`config.mk`:
```
export PLATFORM = sky130hd
export DESIGN_NAME = modem_port_regs
export DESIGN_NICKNAME = d
export VERILOG_FILES = /design/src/rtl/mp_pkg.sv /design/src/rtl/mp_rst_sync.sv /design/src/rtl/mp_sync.sv /design/src/rtl/mp_out_reg.sv /design/src/rtl/mp_chg_latch.sv /design/src/rtl/modem_port_regs.sv
export SDC_FILE = /design/constraint.sdc
export NUM_CORES = 1
export LEC_CHECK = 0
export BUFFER_PORTS_ARGS = -buffer_cell sky130_fd_sc_hd__buf_2
export CORE_MARGIN = 1
export CORE_UTILIZATION = 29
export DETAILED_ROUTE_END_ITERATION = 6
export GPL_ROUTABILITY_DRIVEN = 1
export PLACE_DENSITY = 0.61
export SLEW_MARGIN = 15
export SYNTH_ARGS = -nofsm -noshare
export SYNTH_HDL_FRONTEND = slang
export SYNTH_SLANG_ARGS = --single-unit
```
`constraint.sdc`:
```
create_clock -name clk -period 2.7 [get_ports clk]
set_input_delay 0.27 -clock clk [delete_from_list [all_inputs] [get_ports clk]]
set_output_delay 0.27 -clock clk [all_outputs]
set_load 0.03 [all_outputs]
```
`src/rtl/mp_pkg.sv`:
```
package mp_pkg;
  // Input line kinds per channel, lowest field first in the packed input word.
  localparam int KIND_CTS = 0;
  localparam int KIND_CIN = 1;
  localparam int KIND_RIN = 2;
  localparam int KIND_TIN = 3;
  localparam int NUM_KINDS = 4;
  // Lines that carry a transition detector (cts and cin fields).
  localparam int NUM_WATCHED_KINDS = 2;
endpackage

```
`src/rtl/mp_rst_sync.sv`:
```
module mp_rst_sync #(
  parameter int STAGES = 2
) (
  input  logic clk,
  input  logic arst_n,
  output logic rst_n_o
);
  logic [STAGES-1:0] chain_q;
  logic [STAGES-1:0] chain_d;

  always_comb begin
    chain_d = {chain_q[STAGES-2:0], 1'b1};
  end

  always_ff @(posedge clk or negedge arst_n) begin
    if (!arst_n) chain_q <= '0;
    else         chain_q <= chain_d;
  end

  assign rst_n_o = chain_q[STAGES-1];
endmodule

```
`src/rtl/mp_sync.sv`:
```
module mp_sync #(
  parameter int W      = 8,
  parameter int STAGES = 2
) (
  input  logic         clk,
  input  logic         rst_n,
  input  logic [W-1:0] async_i,
  output logic [W-1:0] sync_o
);
  logic [STAGES-1:0][W-1:0] stage_q;
  logic [STAGES-1:0][W-1:0] stage_d;

  always_comb begin
    stage_d[0] = async_i;
    for (int s = 1; s < STAGES; s++) stage_d[s] = stage_q[s-1];
  end

  always_ff @(posedge clk or negedge rst_n) begin
    if (!rst_n) stage_q <= '0;
    else        stage_q <= stage_d;
  end

  assign sync_o = stage_q[STAGES-1];
endmodule

```
`src/rtl/mp_out_reg.sv`:
```
module mp_out_reg #(
  parameter int OUT_W = 4,
  parameter int DIR_W = 2
) (
  input  logic             clk,
  input  logic             rst_n,
  input  logic             set_we,
  input  logic [OUT_W-1:0] set_data,
  input  logic             clr_we,
  input  logic [OUT_W-1:0] clr_data,
  input  logic             dir_we,
  input  logic [DIR_W-1:0] dir_data,
  output logic [OUT_W-1:0] op_o
);
  logic [OUT_W-1:0] op_q;
  logic [OUT_W-1:0] op_d;
  logic             op_en;

  // Lowest priority first, so later steps override earlier ones.
  always_comb begin
    op_d = op_q;
    if (dir_we) op_d[DIR_W-1:0] = dir_data;
    if (clr_we) op_d = op_d & ~clr_data;
    if (set_we) op_d = op_d | set_data;
    op_en = set_we | clr_we | dir_we;
  end

  always_ff @(posedge clk or negedge rst_n) begin
    if (!rst_n)     op_q <= '0;
    else if (op_en) op_q <= op_d;
  end

  assign op_o = op_q;
endmodule

```
`src/rtl/mp_chg_latch.sv`:
```
module mp_chg_latch #(
  parameter int W = 4
) (
  input  logic         clk,
  input  logic         rst_n,
  input  logic [W-1:0] lvl_i,
  input  logic         rd_i,
  output logic [W-1:0] chg_o
);
  logic [W-1:0] prev_q;
  logic [W-1:0] chg_q;
  logic [W-1:0] chg_d;
  logic [W-1:0] edge_s;

  always_comb begin
    edge_s = lvl_i ^ prev_q;
    // A fresh edge is ORed in after the read clear, so it survives the read.
    chg_d  = (rd_i ? '0 : chg_q) | edge_s;
  end

  always_ff @(posedge clk or negedge rst_n) begin
    if (!rst_n) begin
      prev_q <= '0;
      chg_q  <= '0;
    end else begin
      prev_q <= lvl_i;
      chg_q  <= chg_d;
    end
  end

  assign chg_o = chg_q;
endmodule

```
`src/rtl/modem_port_regs.sv`:
```
module modem_port_regs #(
  parameter int NCH         = 2,
  parameter int OUT_W       = 4,
  parameter int SYNC_STAGES = 2
) (
  input  logic                 clk,
  input  logic                 rst_n,
  input  logic                 set_we,
  input  logic [OUT_W-1:0]     set_data,
  input  logic                 clr_we,
  input  logic [OUT_W-1:0]     clr_data,
  input  logic                 dir_we,
  input  logic [NCH-1:0]       dir_data,
  input  logic                 chg_rd,
  input  logic [NCH-1:0]       cts_pin,
  input  logic [NCH-1:0]       cin_pin,
  input  logic [NCH-1:0]       rin_pin,
  input  logic [NCH-1:0]       tin_pin,
  output logic [OUT_W-1:0]     op_q,
  output logic [4*NCH-1:0]     inport_q,
  output logic [4*NCH-1:0]     chg_word
);
  import mp_pkg::*;

  localparam int IN_W    = NUM_KINDS * NCH;
  localparam int WATCH_W = NUM_WATCHED_KINDS * NCH;

  logic               rst_core_n;
  logic [IN_W-1:0]    pins_raw;
  logic [IN_W-1:0]    pins_sync;
  logic [WATCH_W-1:0] watch_lvl;
  logic [WATCH_W-1:0] watch_chg;

  mp_rst_sync #(.STAGES(2)) u_rst (
    .clk(clk), .arst_n(rst_n), .rst_n_o(rst_core_n)
  );

  // Pack the pins into the input word, one field per line kind.
  for (genvar c = 0; c < NCH; c++) begin : g_pack
    assign pins_raw[KIND_CTS*NCH + c] = cts_pin[c];
    assign pins_raw[KIND_CIN*NCH + c] = cin_pin[c];
    assign pins_raw[KIND_RIN*NCH + c] = rin_pin[c];
    assign pins_raw[KIND_TIN*NCH + c] = tin_pin[c];
  end

  mp_sync #(.W(IN_W), .STAGES(SYNC_STAGES)) u_sync (
    .clk(clk), .rst_n(rst_core_n), .async_i(pins_raw), .sync_o(pins_sync)
  );

  assign watch_lvl = pins_sync[WATCH_W-1:0];

  mp_chg_latch #(.W(WATCH_W)) u_chg (
    .clk(clk), .rst_n(rst_core_n), .lvl_i(watch_lvl), .rd_i(chg_rd),
    .chg_o(watch_chg)
  );

  mp_out_reg #(.OUT_W(OUT_W), .DIR_W(NCH)) u_out (
    .clk(clk), .rst_n(rst_core_n),
    .set_we(set_we), .set_data(set_data),
    .clr_we(clr_we), .clr_data(clr_data),
    .dir_we(dir_we), .dir_data(dir_data),
    .op_o(op_q)
  );

  assign inport_q = pins_sync;
  assign chg_word = {watch_chg, watch_lvl};
endmodule

```
==> impl_metrics.csv, run 1 <==
group,metric,value,unit
setup_path,criticalPathCategory,"flop to output port",
timing,fmax,832,MHz
clocking,clk_latency,0.31,ns
min_path,min_from,"cin_pin[1]",
drt,vias_per_cell,3.83,
timing,maxSlewViolCount,0,
final_layout,syn2layout_area_growth,33.6,%
drt,wl_met3,116,um
global_route,grt_overflow,0,
die,core_area,0.00305,mm^2
synthesis,synth_top_cell_by_area,"dfrtp_1",
synthesis,synth_seq_cells,30,
synthesis,syn_inst,57,
clocking,cts_resized,0,
synthesis,synth_top_area_share,81.0,%
synthesis,ys_seq_area_share,81.0,%
setup_path,critPathTopFamily,"flip-flops",
min_path,min_to,"u_sync.stage_d[11]$_DFF_PN0_",
clocking,cts_buffer_depth,2,
setup_path,rr_worst_depth,2,
clocking,clock_sinks,30,
drt,wl_met1,587,um
final_layout,fin_area,0.00124,mm^2
die,die_x,58.5,um
clocking,htree_levels,2,
power,irDropWorstVdd,229,uV
timing,final-hold-violation-count,0,
die,ios,44,
min_path,hold_path_class,"primary input to flop",
setup_path,reg2reg_from,"u_out.op_o[1]$_DFFE_PN0P_",
placed_design,gp_congestion,0.604,
setup_path,crit_path_start_kind,"flop",
timing,relSlewSlack,62.4,%
synthesis,synth_warnings,0,
synthesis,syn_area,927,um^2
die,rows,20,
die,initial_utilization,30.4,%
clocking,path_clk_slew,0.09,ns
setup_path,worstPathCellList,"buf_2",
drt,wl_per_cell,9.54,um
clocking,cts_made_buffers,5,
drt,drc,0,
synthesis,synth-simple-area-share,1.62,%
die,die-area,0.00343,mm^2
synthesis,synth-xor-area-share,3.78,%
synthesis,synthAdderAreaFrac,0,%
drt,vias,571,
final_layout,drive_gt1_share,48.6,%
timing,hold_ws,0.0590,ns
setup_path,crit_slowest_cell,"dfrtp_1",
timing,setup_viol,0,
synthesis,synth_compound_area_share,5.94,%
power,powerDensity,703,mW/mm^2
timing,rsz0062_at_grt,"false",
timing,worst_slew_pin_slew,0.564,ns
global_route,antenna_found_initial,0,
global_route,grt_max_degree,29,
final_layout,num-nets-final,128,
timing,fin_tns_setup,0,ns
drt,drt-initial-drc-count,4,
drt,dr.pass1.iters,2,
drt,drtAntennaViolNets,0,
placed_design,io_buffers,43,
timing,finalCritPeriodShare,44.5,%
power,p_leak,0.628,nW
setup_path,crit_required,2.43,ns
synthesis,synth_cell_types,9,
timing,finClkSkew,0.00454,ns
synthesis,syn_nets,81,
placed_design,place_inst,140,
final_layout,antenna_cells,0,
synthesis,synthMuxAreaShare,2.43,%
setup_path,cp_max_fo,4,
flow_run,drv_cap,0,
timing,finalCriticalPeriod,1.20,ns
global_route,grt_use_total,9.81,%
setup_path,r2r_slack,1.73,ns
die,die_h,58.5,um
final_layout,layout.cells.non_filler,149,
synthesis,synthTopCellsByArea,"dfrtp_1, a22o_1, xnor2_1",
setup_path,worstPathArrival,0.93,ns
setup_path,max_stage_delay,0.40,ns
clocking,cts_root_buf,"clkbuf_4",
global_route,grt_pass1_vias,567,
setup_path,worst_setup_path_end_kind,"output port",
min_path,worstHoldPathCells,1,
clocking,cts_tree,"yes",
global_route,grt_pass1_wl,2340,um
placed_design,dpl_cell_area,0.00117,mm^2
synthesis,synth_top_family_by_area,"compound AO/OA/AOI/OAI gates",
drt,route.met2.wl,693,um
setup_path,path_buf_inv,1,
synthesis,syn_area_per_cell,16.3,um^2
run_status,status,"complete, no violations",
setup_path,rr_endpoint,"u_out.op_o[1]$_DFFE_PN0P_",
drt,routed.top_layer,"met4",
drt,wl,1420,um
placed_design,place_hpwl,1070,um
==> layout make-up <==
type / count / area, um^2
Tap cell: 44 / 55.1
Inverter: 4 / 15.0
Timing Repair Buffer: 44 / 225
Fill cell: 316 / 1810
Clock inverter: 1 / 5.00
Multi-Input combinational cell: 19 / 131
Clock buffer: 7 / 55.1
Sequential cell: 30 / 752
==> cells in the mapped netlist <==
library cell	number
a22o_1	4
buf_4	4
conb_1	1
dfrtp_1	30
inv_1	4
mux2_1	2
nand2_1	4
o21ai_0	4
xnor2_1	4
==> sequential cells by signal, indices dropped and copies added, names as in the netlist <==
register        cells
u_sync.sync_o       8
u_chg.chg_o         4
u_sync.stage_d      8
u_out.op_o          4
u_chg.prev_q        4
u_rst.chain_q       2
==> stage by stage <==
step	util (%)	setup slack, ns	power, mW
2_1_floorplan	-	1.62	0.576
3_3_place_gp	38.2	1.58	0.617
3_5_place_dp	38.2	1.50	0.621
4_1_cts	40.5	1.46	0.889
5_1_grt	40.6	1.41	0.930
6_report	40.6	1.50	0.871
==> repair_timing <==
item                                    CTS  global route
hold buffers                              1             0
endpoints found under the setup margin    0             0
buffers inserted                          0             0
hold endpoints to repair                  2             0
==> worst max path at each step <==
stage,startpoint,to,cells after the start
2_1_floorplan,u_out.op_o[0]$_DFFE_PN0P_,u_out.op_o[0]$_DFFE_PN0P_,2
3_5_place_dp,u_rst.chain_q[1]$_DFF_PN0_,u_chg.prev_q[2]$_DFF_PN0_,0
5_1_grt,u_sync.sync_o[0]$_DFF_PN0_,chg_word[0],1
4_1_cts,u_sync.sync_o[1]$_DFF_PN0_,chg_word[1],1
6_report,u_sync.sync_o[0]$_DFF_PN0_,inport_q[0],1
3_3_place_gp,u_rst.chain_q[1]$_DFF_PN0_,u_sync.sync_o[2]$_DFF_PN0_,0
==> cell usage in the layout, fill, tap and decap left out <==
cell / n
inv_1: 4
conb_1: 1
clkbuf_8: 1
o21ai_0: 4
clkinv_2: 1
dlygate4sd3_1: 1
nand2_1: 4
mux2_1: 2
clkbuf_4: 5
dfrtp_1: 29
buf_2: 43
clkbuf_1: 1
dfrtp_2: 1
a22o_1: 4
xnor2_1: 4
==> power breakdown <==
group,switching [mW],internal [mW]
Combinational,0.0696,0.0413
Sequential,0.0201,0.479
Clock,0.135,0.126
==> routing by layer <==
layer | global-route usage [%] | vias up
li1 | - | 271
met1 | 10.6 | 270
met2 | 14.4 | 25
met3 | 5.49 | 5
met4 | 7.14 | 0
met5 | 0 | -
==> cells by family (layout without fill, tap and decap cells) <==
family	Yosys count	after routing
xor+xnor	4	4
flops	30	30
other cells	1	1
simple gates	4	4
compound gates	8	8
mux	2	2
buf+inv	8	56
No activity file was read; power rests on OpenSTA's default activity.
==> run 2, diff against run 1 <==
--- a/config.mk
+++ b/config.mk
@@ -5,12 +5,13 @@
 export SDC_FILE = /design/constraint.sdc
 export NUM_CORES = 1
 export LEC_CHECK = 0
+export ABC_AREA = 1
 export BUFFER_PORTS_ARGS = -buffer_cell sky130_fd_sc_hd__buf_2
 export CORE_MARGIN = 1
 export CORE_UTILIZATION = 29
 export DETAILED_ROUTE_END_ITERATION = 6
 export GPL_ROUTABILITY_DRIVEN = 1
-export PLACE_DENSITY = 0.61
+export PLACE_DENSITY = 0.62
 export SLEW_MARGIN = 15
 export SYNTH_ARGS = -nofsm -noshare
 export SYNTH_HDL_FRONTEND = slang
==> constraint.sdc (replaced) <==
create_clock -name clk -period 1.1 [get_ports clk]
set_input_delay 0.11 -clock clk [delete_from_list [all_inputs] [get_ports clk]]
set_output_delay 0.11 -clock clk [all_outputs]
set_load 0.03 [all_outputs]
==> run 2 against run 1 <==
Compared with the run above:
- sequential cell count unchanged
- sequential share of layout area decreased by 10 points
- routed wire length increased by 29%
- largest cell class unchanged
==> impl_metrics.csv, run 2 <==
group,metric,value,unit
run_status,status,"complete, no violations",
timing,fmax,948,MHz
global_route,grt_overflow,0,
drt,dr.pass1.iters,2,
clocking,cts_buffer_depth,2,
synthesis,synth_edf_count,0,
drt,drt-initial-drc-count,19,
power,irDropWorstVdd,693,uV
setup_path,path_depth,1,
die,ios,44,
synthesis,syn_nets,106,
setup_path,crit_path_start_kind,"flop",
timing,finalCritPeriodShare,95.9,%
die,rows,20,
synthesis,synthTopCellsByArea,"dfrtp_1, nand2_1, inv_1",
final_layout,syn2layout_area_growth,48.6,%
synthesis,synth.cells.most_frequent,"dfrtp_1, nand2_1, inv_1",
final_layout,num-nets-final,170,
timing,hold_ws,0.0265,ns
setup_path,criticalPathCategory,"flop to output port",
synthesis,yosysMostFrequentCell,"dfrtp_1",
clocking,path_clk_slew,0.10,ns
setup_path,path_buf_inv,1,
synthesis,ys.flop_type,"dfrtp_1",
drt,vias,758,
global_route,grt_pass1_vias,762,
setup_path,worstPathCellList,"clkbuf_4",
setup_path,critPathTopFamily,"flip-flops",
clocking,clk_latency,0.32,ns
setup_path,crit_path_end,"inport_q[0]",
setup_path,cp_max_fo,4,
setup_path,rr_worst_depth,3,
die,core_area,0.00315,mm^2
final_layout,n_fill_cell,309,
final_layout,final_cell_mix,"buf_2, dfrtp_1, nand2_1",
drt,drc,0,
global_route,grt_max_degree,21,
synthesis,syn_area_per_cell,12.2,um^2
die,die-area,0.00369,mm^2
placed_design,dp_slack,0.335,ns
flow_run,drv_cap,0,
placed_design,place_hpwl,1260,um
power,p_leak,0.794,nW
synthesis,ys_seq_area_share,75.0,%
die,die_x,60.8,um
placed_design,io_buffers,43,
drt,wl_per_cell,9.64,um
setup_path,rr_endpoint,"u_chg.chg_o[0]$_DFF_PN0_",
global_route,grt_use_total,11.4,%
synthesis,async_flop_share,100,%
clocking,clock_sinks,30,
placed_design,gp_congestion,0.622,
setup_path,max_stage_delay,0.41,ns
timing,layout_setup_ws,0.0453,ns
synthesis,syn_inst,82,
global_route,grt_pass1_wl,2800,um
synthesis,synth_cell_types,9,
min_path,hold_path_class,"primary input to flop",
drt,wl,1840,um
clocking,htree_levels,2,
clocking,cts_made_buffers,5,
drt,drtAntennaViolNets,0,
setup_path,r2r_slack,0.18,ns
global_route,antenna_found_initial,0,
synthesis,synth_warnings,0,
timing,setup_viol,0,
setup_path,worst_setup_path_end_kind,"output port",
die,initial_utilization,31.7,%
setup_path,reg2reg_from,"u_sync.sync_o[0]$_DFF_PN0_",
timing,finClkSkew,0.0111,ns
setup_path,worstPathArrival,0.94,ns
synthesis,synth_top_cell_by_area,"dfrtp_1",
setup_path,crit_slowest_cell,"dfrtp_1",
synthesis,synth_seq_cells,30,
clocking,cts_root_buf,"clkbuf_4",
final_layout,final_common_cell,"buf_2",
synthesis,synth_top_area_share,75.0,%
die,die_h,60.8,um
timing,rsz0062_at_grt,"true",
timing,maxSlewViolCount,0,
final_layout,antenna_cells,0,
power,powerDensity,1490,mW/mm^2
clocking,cts_tree,"yes",
setup_path,startpoint,"u_sync.sync_o[0]$_DFF_PN0_",
synthesis,syn_area,0.00100,mm^2
final_layout,drive_gt1_share,39.5,%
setup_path,crit_required,0.99,ns
timing,final-hold-violation-count,0,
timing,finalCriticalPeriod,1.05,ns
drt,vias_per_cell,3.97,
run 2: cell count changes in the layout (fill, tap and decap cells not counted), sizes merged:
cell / previous run / this run
xnor2: 4 / 0
dlygate4sd3: 1 / 15
nand2: 4 / 22
or2: 0 / 4
clkinvlp: 0 / 1
o21ai: 4 / 2
inv: 4 / 13
mux2: 2 / 0
clkbuf: 7 / 10
buf: 43 / 42
a22o: 4 / 0
nand3: 0 / 6
run 2: area by class of cell:
class / count / area (um^2) / area share, %
clock inverters: 2 / 12.5 / 0.841
flip-flops and latches: 30 / 751 / 50.5
multi-input cells: 35 / 171 / 11.5
inverters: 13 / 48.8 / 3.28
well taps: 44 / 55.1 / 3.70
repair buffers: 61 / 398 / 26.7
clock buffers: 6 / 51.3 / 3.45
run 2: cell families (layout without fill, tap and decap cells):
family / after synthesis / in the layout / share of synthesized area (%)
AND/OR/NAND/NOR: 32 / 32 / 15.7
buffers and inverters: 17 / 82 / 7.88
AO/OA/AOI/OAI: 2 / 2 / 1.00
flip-flops: 30 / 30 / 75.0
other: 1 / 1 / 0.375
run 2: per-stage QoR:
step	area, um^2	setup TNS [ns]	power [mW]	cells	utilization, %
2_1_floorplan	1000	0	1.42	82	-
3_3_place_gp	1260	0	1.52	167	39.8
3_5_place_dp	1260	0	1.53	167	39.8
4_1_cts	1470	-0.000792	2.27	190	46.6
5_1_grt	1490	-0.0339	2.36	191	47.2
6_report	1490	0	2.22	191	47.2
run 2: report_power, final:
group | switching, mW | internal (mW)
Combinational | 0.208 | 0.139
Sequential | 0.0299 | 1.17
Clock | 0.362 | 0.307
run 2: worst min-delay path by stage:
stage	from	end	slack, ns	cells past startpoint
floorplan	rst_n	u_rst.chain_q[0]$_DFF_PN0_	-0.19	0
global placement	rst_n	u_rst.chain_q[1]$_DFF_PN0_	-0.10	1
detailed placement	rst_n	u_rst.chain_q[1]$_DFF_PN0_	-0.10	1
CTS	clr_data[3]	u_out.op_o[3]$_DFFE_PN0P_	0.001	4
global route	clr_data[3]	u_out.op_o[3]$_DFFE_PN0P_	0.05	4
finish	clr_data[3]	u_out.op_o[3]$_DFFE_PN0P_	0.03	4
run 2: timing repair:
item / in CTS / in global routing
buffers inserted: 0 / 1
hold buffers: 15 / 0
setup endpoints to repair: 1 / 4
hold endpoints to repair: 14 / 0
resized for setup: 0 / 4
run 2: routing by layer:
layer | global-route usage (%) | vias to the layer above | share of wire (%)
li1 | - | 364 | -
met1 | 8.99 | 352 | 35
met2 | 21.2 | 34 | 54
met3 | 5.54 | 8 | 6.8
met4 | 8.12 | 0 | 3.6
met5 | 0 | - | 0
